## src/rtl/intpri_pkg.sv

```systemverilog
package intpri_pkg;
  localparam int NUM_DEV_LVL = 4;
  localparam int NUM_SLOTS   = 16;
  localparam int DEV_LVL_W   = $clog2(NUM_DEV_LVL);
  localparam int SLOT_W      = $clog2(NUM_SLOTS);
  localparam int LVL_W       = 5;
  localparam int SW_TOP      = 15;

  localparam logic [LVL_W-1:0] LVL_HALT   = 5'h1F;
  localparam logic [LVL_W-1:0] LVL_MEM    = 5'h1D;
  localparam logic [LVL_W-1:0] LVL_CRD    = 5'h1A;
  localparam logic [LVL_W-1:0] LVL_CLK    = 5'h18;
  localparam logic [LVL_W-1:0] LVL_DEV_LO = 5'h14;
  localparam logic [LVL_W-1:0] LVL_DEV_HI = 5'h17;
  localparam logic [LVL_W-1:0] LVL_CON    = 5'h14;

  typedef logic [NUM_DEV_LVL-1:0][NUM_SLOTS-1:0] devVec_t;

  typedef struct packed {
    logic                 clrMem;
    logic                 clrCrd;
    logic                 clrClk;
    logic                 clrDev;
    logic [DEV_LVL_W-1:0] devLvl;
    logic [SLOT_W-1:0]    devSlot;
    logic                 clrRx;
    logic                 clrTx;
  } clrStrobe_t;
endpackage

```

## src/rtl/intpri_dp.sv

```systemverilog
module intpri_dp
  import intpri_pkg::*;
(
  input  logic       clk,
  input  logic       rst_n,
  input  logic       memSet,
  input  logic       crdSet,
  input  logic       clkSet,
  input  devVec_t    devSet,
  input  logic       rxSet,
  input  logic       txSet,
  input  clrStrobe_t strb,
  output logic       memPend,
  output logic       crdPend,
  output logic       clkPend,
  output devVec_t    devPend,
  output logic       rxPend,
  output logic       txPend
);
  devVec_t devClr;

  generate
    for (genvar l = 0; l < NUM_DEV_LVL; l++) begin : g_lvl
      for (genvar s = 0; s < NUM_SLOTS; s++) begin : g_slot
        assign devClr[l][s] = strb.clrDev && (strb.devLvl == DEV_LVL_W'(l))
                              && (strb.devSlot == SLOT_W'(s));
      end
    end
  endgenerate

  // set wins over clear
  always_ff @(posedge clk) begin
    if (!rst_n) begin
      memPend <= 1'b0;
      crdPend <= 1'b0;
      clkPend <= 1'b0;
      devPend <= '0;
      rxPend  <= 1'b0;
      txPend  <= 1'b0;
    end else begin
      memPend <= memSet | (memPend & ~strb.clrMem);
      crdPend <= crdSet | (crdPend & ~strb.clrCrd);
      clkPend <= clkSet | (clkPend & ~strb.clrClk);
      devPend <= devSet | (devPend & ~devClr);
      rxPend  <= rxSet  | (rxPend  & ~strb.clrRx);
      txPend  <= txSet  | (txPend  & ~strb.clrTx);
    end
  end

  a_r8_one_slot_drops: assert property (@(posedge clk) disable iff (!rst_n)
    (strb.clrDev && devSet == '0) |=> $countones(devPend) == $countones($past(devPend)) - 1);
  a_r8_no_stray_clear: assert property (@(posedge clk) disable iff (!rst_n)
    !strb.clrDev |=> (($past(devPend) & ~devPend) == '0));
  a_r12_set_wins: assert property (@(posedge clk) disable iff (!rst_n)
    (devSet != '0) |=> ((devPend & $past(devSet)) == $past(devSet)));
  a_r10_mem_clears: assert property (@(posedge clk) disable iff (!rst_n)
    (strb.clrMem && !memSet) |=> !memPend);
endmodule

```

## src/rtl/intpri_ctrl.sv

```systemverilog
module intpri_ctrl
  import intpri_pkg::*;
#(
  parameter int VEC_W    = 16,
  parameter int MEM_VEC  = 'h60,
  parameter int CRD_VEC  = 'h54,
  parameter int CLK_VEC  = 'hC0,
  parameter int RX_VEC   = 'hF8,
  parameter int TX_VEC   = 'hFC,
  parameter int DEV_BASE = 'h100
) (
  input  logic              clk,
  input  logic              rst_n,
  input  logic [LVL_W-1:0]  curLevel,
  input  logic              haltPin,
  input  logic [SW_TOP:1]   swReq,
  input  logic              ackValid,
  input  logic [LVL_W-1:0]  ackLevel,
  input  logic              memPend,
  input  logic              crdPend,
  input  logic              clkPend,
  input  devVec_t           devPend,
  input  logic              rxPend,
  input  logic              txPend,
  output logic [LVL_W-1:0]  pendLevel,
  output logic [VEC_W-1:0]  ackVector,
  output logic              ackError,
  output clrStrobe_t        strb
);
  localparam int LVL_STRIDE = NUM_SLOTS * 4;

  logic                 scanHit, scanStop;
  logic [LVL_W-1:0]     scanLvl;
  logic [DEV_LVL_W-1:0] ackIdx;
  logic [SLOT_W-1:0]    lowSlot;
  logic                 slotHit;

  // priority evaluation
  always_comb begin
    pendLevel = '0;
    scanHit   = 1'b0;
    scanStop  = 1'b0;
    scanLvl   = '0;
    if (haltPin) pendLevel = LVL_HALT;
    else if (curLevel < LVL_MEM && memPend) pendLevel = LVL_MEM;
    else if (curLevel < LVL_CRD && crdPend) pendLevel = LVL_CRD;
    else if (curLevel < LVL_CLK && clkPend) pendLevel = LVL_CLK;
    else begin
      for (int k = NUM_DEV_LVL - 1; k >= 0; k--) begin
        scanLvl = LVL_DEV_LO + LVL_W'(k);
        if (!scanHit && !scanStop) begin
          if (scanLvl <= curLevel) scanStop = 1'b1;
          else if (|devPend[k]) begin
            scanHit   = 1'b1;
            pendLevel = scanLvl;
          end
        end
      end
      if (!scanHit && !scanStop) begin
        if (curLevel < LVL_CON && (rxPend || txPend)) pendLevel = LVL_CON;
        else if (curLevel < LVL_W'(SW_TOP)) begin
          for (int j = SW_TOP; j >= 1; j--) begin
            if (!scanHit && swReq[j] && LVL_W'(j) > curLevel) begin
              scanHit   = 1'b1;
              pendLevel = LVL_W'(j);
            end
          end
        end
      end
    end
  end

  // acknowledge decode
  always_comb begin
    ackIdx  = DEV_LVL_W'(ackLevel - LVL_DEV_LO);
    lowSlot = '0;
    slotHit = 1'b0;
    for (int s = NUM_SLOTS - 1; s >= 0; s--) begin
      if (devPend[ackIdx][s]) begin
        lowSlot = SLOT_W'(s);
        slotHit = 1'b1;
      end
    end
  end

  always_comb begin
    strb      = '0;
    ackVector = '0;
    ackError  = 1'b0;
    if (ackValid) begin
      if (ackLevel == LVL_MEM) begin
        ackVector   = VEC_W'(MEM_VEC);
        strb.clrMem = 1'b1;
      end else if (ackLevel == LVL_CRD) begin
        ackVector   = VEC_W'(CRD_VEC);
        strb.clrCrd = 1'b1;
      end else if (ackLevel == LVL_CLK) begin
        ackVector   = VEC_W'(CLK_VEC);
        strb.clrClk = 1'b1;
      end else if (ackLevel > LVL_DEV_HI) begin
        ackError = 1'b1;
      end else if (ackLevel >= LVL_DEV_LO) begin
        if (slotHit) begin
          ackVector    = VEC_W'(DEV_BASE) + VEC_W'(ackIdx) * VEC_W'(LVL_STRIDE)
                         + (VEC_W'(lowSlot) << 2);
          strb.clrDev  = 1'b1;
          strb.devLvl  = ackIdx;
          strb.devSlot = lowSlot;
        end else if (ackLevel == LVL_CON) begin
          if (rxPend) begin
            ackVector  = VEC_W'(RX_VEC);
            strb.clrRx = 1'b1;
          end else if (txPend) begin
            ackVector  = VEC_W'(TX_VEC);
            strb.clrTx = 1'b1;
          end
        end
      end
    end
  end

  a_r11_error_vector_zero: assert property (@(posedge clk) disable iff (!rst_n)
    ackError |-> (ackVector == '0 && ackValid));
  a_r7_above_current: assert property (@(posedge clk) disable iff (!rst_n)
    (pendLevel != '0 && !haltPin) |-> pendLevel > curLevel);
  a_r9_rx_before_tx: assert property (@(posedge clk) disable iff (!rst_n)
    strb.clrTx |-> !rxPend);
  a_r6_sw_ceiling: assert property (@(posedge clk) disable iff (!rst_n)
    (pendLevel != '0 && pendLevel <= LVL_W'(SW_TOP)) |-> curLevel < LVL_W'(SW_TOP));
  a_r8_single_clear: assert property (@(posedge clk) disable iff (!rst_n)
    $onehot0({strb.clrMem, strb.clrCrd, strb.clrClk, strb.clrDev, strb.clrRx, strb.clrTx}));
endmodule

```

## src/rtl/intpri_eval.sv

```systemverilog
module intpri_eval
  import intpri_pkg::*;
#(
  parameter int VEC_W    = 16,
  parameter int MEM_VEC  = 'h60,
  parameter int CRD_VEC  = 'h54,
  parameter int CLK_VEC  = 'hC0,
  parameter int RX_VEC   = 'hF8,
  parameter int TX_VEC   = 'hFC,
  parameter int DEV_BASE = 'h100
) (
  input  logic                             clk,
  input  logic                             rst_n,
  input  logic [LVL_W-1:0]                 curLevel,
  input  logic                             haltPin,
  input  logic                             memErrReq,
  input  logic                             crdErrReq,
  input  logic                             clockReq,
  input  logic [NUM_DEV_LVL*NUM_SLOTS-1:0] devReq,
  input  logic                             conRxReq,
  input  logic                             conTxReq,
  input  logic [SW_TOP:1]                  swReq,
  input  logic                             ackValid,
  input  logic [LVL_W-1:0]                 ackLevel,
  output logic [LVL_W-1:0]                 pendLevel,
  output logic [VEC_W-1:0]                 ackVector,
  output logic                             ackError
);
  devVec_t    devSetV, devPend;
  clrStrobe_t strb;
  logic       memPend, crdPend, clkPend, rxPend, txPend;

  assign devSetV = devReq;

  intpri_dp u_dp (
    .clk(clk), .rst_n(rst_n),
    .memSet(memErrReq), .crdSet(crdErrReq), .clkSet(clockReq),
    .devSet(devSetV), .rxSet(conRxReq), .txSet(conTxReq), .strb(strb),
    .memPend(memPend), .crdPend(crdPend), .clkPend(clkPend),
    .devPend(devPend), .rxPend(rxPend), .txPend(txPend)
  );

  intpri_ctrl #(
    .VEC_W(VEC_W), .MEM_VEC(MEM_VEC), .CRD_VEC(CRD_VEC), .CLK_VEC(CLK_VEC),
    .RX_VEC(RX_VEC), .TX_VEC(TX_VEC), .DEV_BASE(DEV_BASE)
  ) u_ctrl (
    .clk(clk), .rst_n(rst_n), .curLevel(curLevel), .haltPin(haltPin),
    .swReq(swReq), .ackValid(ackValid), .ackLevel(ackLevel),
    .memPend(memPend), .crdPend(crdPend), .clkPend(clkPend),
    .devPend(devPend), .rxPend(rxPend), .txPend(txPend),
    .pendLevel(pendLevel), .ackVector(ackVector), .ackError(ackError),
    .strb(strb)
  );
endmodule

```

## config.mk

```make
export PLATFORM = sky130hd
export DESIGN_NAME = intpri_eval
export DESIGN_NICKNAME = d
export VERILOG_FILES = /design/src/rtl/intpri_pkg.sv /design/src/rtl/intpri_dp.sv /design/src/rtl/intpri_ctrl.sv /design/src/rtl/intpri_eval.sv
export SDC_FILE = /design/constraint.sdc
export NUM_CORES = 1
export LEC_CHECK = 0
export ABC_AREA = 0
export BUFFER_PORTS_ARGS = -buffer_cell sky130_fd_sc_hd__buf_2
export CELL_PAD_IN_SITES_DETAIL_PLACEMENT = 0
export CELL_PAD_IN_SITES_GLOBAL_PLACEMENT = 1
export CORE_ASPECT_RATIO = 0.75
export CORE_MARGIN = 4
export CORE_UTILIZATION = 39
export CTS_BUF_LIST = sky130_fd_sc_hd__clkbuf_16
export CTS_CLUSTER_DIAMETER = 200
export DETAILED_ROUTE_END_ITERATION = 16
export PLACE_DENSITY_LB_ADDON = 0.1
export SLEW_MARGIN = 20
export SYNTH_ARGS = -nofsm -noshare
export SYNTH_HDL_FRONTEND = slang
export SYNTH_SLANG_ARGS = --single-unit
export TNS_END_PERCENT = 20
```

## constraint.sdc

```tcl
create_clock -name clk -period 3.6 [get_ports clk]
set_input_delay 0.54 -clock clk [delete_from_list [all_inputs] [get_ports clk]]
set_output_delay 0.54 -clock clk [all_outputs]
set_load 0.02 [all_outputs]
```

==> flow_metrics.env <==
export IMPL_period_minus_slack_ps=3430
export IMPL_cts_num_sinks=69
export IMPL_dieArea_mm2=0.0132
export IMPL_clk_path_buf_depth=2
export IMPL_cts_htree_levels=3
export IMPL_hpwlAfterDp_um=12600
export IMPL_fmax_ghz=0.292
export IMPL_critPathArrivalTime_ps=2890
export IMPL_drc_errors=0
export IMPL_dpl_instance_area_mm2=0.00520
export IMPL_ys_ff_latch=69
export IMPL_async_flop_share_pct=0
export IMPL_diodes=0
export IMPL_yosysWarnings=0
export IMPL_ios=120
export IMPL_synth_area_mm2=0.00445
export IMPL_yosys_top_cells_area="dfxtp_1, o21ai_0, mux4_2"
export IMPL_layout_nets=744
export IMPL_powerDensity_mw_per_mm2=417
export IMPL_syn2layout_area_growth_pct=23.6
export IMPL_p_leak_nw=2.33
export IMPL_rows=33
export IMPL_hold_depth=2
export IMPL_r2r_end="u_dp.devPend[36]$_SDFF_PN0_"
export IMPL_worstSetupStartpointType="input port"
export IMPL_place_gp_congestion=0.930
export IMPL_rrSetupSlack_ps=750
export IMPL_core_mm2=0.0110
export IMPL_hold_path_class="input port to flop"
export IMPL_worst_pin_slew_ps=962
export IMPL_post_synth_most_frequent_cells="o21ai_0, dfxtp_1, inv_1, nor2_1, a41oi_1"
export IMPL_start_util_pct=40.3
export IMPL_cts_made_buffers=9
export IMPL_first_pass_iters=5
export IMPL_cts_tree="done"
export IMPL_slew_headroom_pct=35.6
export IMPL_synth_area_leader_cell="dfxtp_1"
export IMPL_r2r_start="u_dp.devPend[51]$_SDFF_PN0_"
export IMPL_vias=4827
export IMPL_yosysMostFrequentCell="o21ai_0"
export IMPL_grt_max_degree=70
export IMPL_yosysSeqAreaShare_pct=31.1
export IMPL_vias_per_cell=6.10
export IMPL_antenna_left=0
export IMPL_grt_ovfl_total=0
export IMPL_io_buffers=110
export IMPL_holdPathEnd="u_dp.devPend[0]$_SDFF_PN0_"
export IMPL_syn_area_per_cell_um2=8.44
export IMPL_finalWorstSetupSlack_ps=173
export IMPL_hold_viol=0
export IMPL_crit_required_ps=3060
export IMPL_totalWireLength_um=16100
export IMPL_peakVddDrop_mv=0.245
export IMPL_finalCritPeriodShare_pct=95.2
export IMPL_die_h_um=100
export IMPL_wl_per_cell_um=20.4
export IMPL_synth_main_ff_cell="dfxtp_1"
export IMPL_path_clk_slew_ps=50
export IMPL_grt_pass1_wl_um=25900
export IMPL_synth_cell_types=69
export IMPL_cp_end_kind="output port"
export IMPL_cts_hold_buf=0
export IMPL_drive_above_1_share_pct=31.0
export IMPL_drtIter0Drc=499
export IMPL_status="completed"
export IMPL_critPathMaxFanout=15
export IMPL_dpl_worst_slack_ps=51.0
export IMPL_rsz0062_at_grt="false"
export IMPL_grt_use_total_pct=24.8
export IMPL_setup_viol=0
export IMPL_skew_ps=6.80
export IMPL_clk_latency_ps=340
export IMPL_hold_start="devReq[0]"
export IMPL_r2r_cells=7
export IMPL_die_w_um=131
export IMPL_cap_violations=0
export IMPL_yosysTopAreaCellShare_pct=31.1
export IMPL_antenna_found_initial=0
export IMPL_final_setup_tns_ps=0
export IMPL_path_class="input port to output port"
export IMPL_hold_ws_ps=414
export IMPL_synth_edf_count=0
export IMPL_final_cell_area_mm2=0.00550
export IMPL_netlist_instances=527
export IMPL_grt_pass1_vias=4702
export IMPL_slew_violations=0
export IMPL_root_buffer="clkbuf_16"
==> layout by cell type, fill, tap and decap left out, types with 14 or more instances in the layout <==
cell type / Yosys / routed
nor4_1: 24 / 24
o21ai_0: 72 / 72
dfxtp_1: 69 / 69
mux4_2: 16 / 16
nor2_1: 40 / 40
buf_2: 6 / 108
a21oi_1: 17 / 17
buf_4: 9 / 26
a41oi_1: 36 / 36
a31oi_1: 18 / 18
inv_1: 47 / 48
nand2_1: 14 / 14
==> cell type report <==
class                   instances  area, um2
fillers                      1081       5530
multi-input cells             384       2730
flip-flops and latches         69       1380
repair buffers                135        743
clock buffers                   9        225
inverters                      47        176
well taps                     140        175
clock inverters                 7       67.6
==> kinds of logic (layout without fill, tap and decap cells) <==
logic type / after synthesis / in the layout / share of synthesized area (%)
buf+inv: 82 / 198 / 8.35
mux: 16 / 16 / 8.10
other cells: 1 / 9 / 0.0843
compound gates: 202 / 202 / 31.3
flops: 69 / 69 / 31.1
simple gates: 157 / 157 / 21.1
==> repair_timing <==
item / in CTS / in global routing
resized for setup: 0 / 2
setup endpoints to repair: 0 / 4
buffers inserted: 0 / 0
==> worst max-delay path, cell delays in order <==
cell and delay, ps:
clkbuf_4 300, buf_4 210, mux4_2 520, nor4_2 320
buf_4 220, and4_1 240, nor2_1 80, a22oi_1 180
o21ai_0 90, buf_2 170
==> power breakdown <==
part	total [mW]	internal, mW	switching [mW]
Clock	0.874	0.532	0.342
Sequential	0.878	0.820	0.0577
Combinational	0.539	0.221	0.318
==> routing by layer <==
layer  global-route usage (%)  routed length (um)  up-vias  part of all wire, %
met3                     6.04                1260       24                  7.8
met1                     36.3                7700     2331                   48
met4                     5.97                 247        0                  1.5
met2                     37.0                6910      207                   43
met5                        0                   0        -                    0
li1                         -                   -     2265                    -
==> stage by stage <==
step | power [mW] | std cells | utilization [%]
detailed placement | 1.42 | 775 | 47.1
finish | 2.29 | 791 | 49.9
CTS | 2.29 | 791 | 49.8
global route | 2.39 | 791 | 49.9
floorplan | 1.21 | 535 | -
global placement | 1.41 | 775 | 47.1
==> state kept, by name (all words and copies together), names as in the netlist <==
register / count
u_dp.rxPend: 1
u_dp.crdPend: 1
u_dp.clkPend: 1
u_dp.txPend: 1
u_dp.devPend: 64
u_dp.memPend: 1
==> worst max path at each step <==
stage                      startpoint      endpoint  slack (ps)  cells after the start
after floorplan           ackLevel[0]  ackVector[2]         190                      8
after global placement    ackLevel[0]  ackVector[2]          90                     10
after detailed placement  ackLevel[0]  ackVector[2]          50                     10
after CTS                 ackLevel[0]  ackVector[2]          50                     10
after global routing      ackLevel[0]  ackVector[2]          20                     10
final                     ackLevel[0]  ackVector[2]         170                     10
Note: power is estimated with default switching activity, not from simulation.
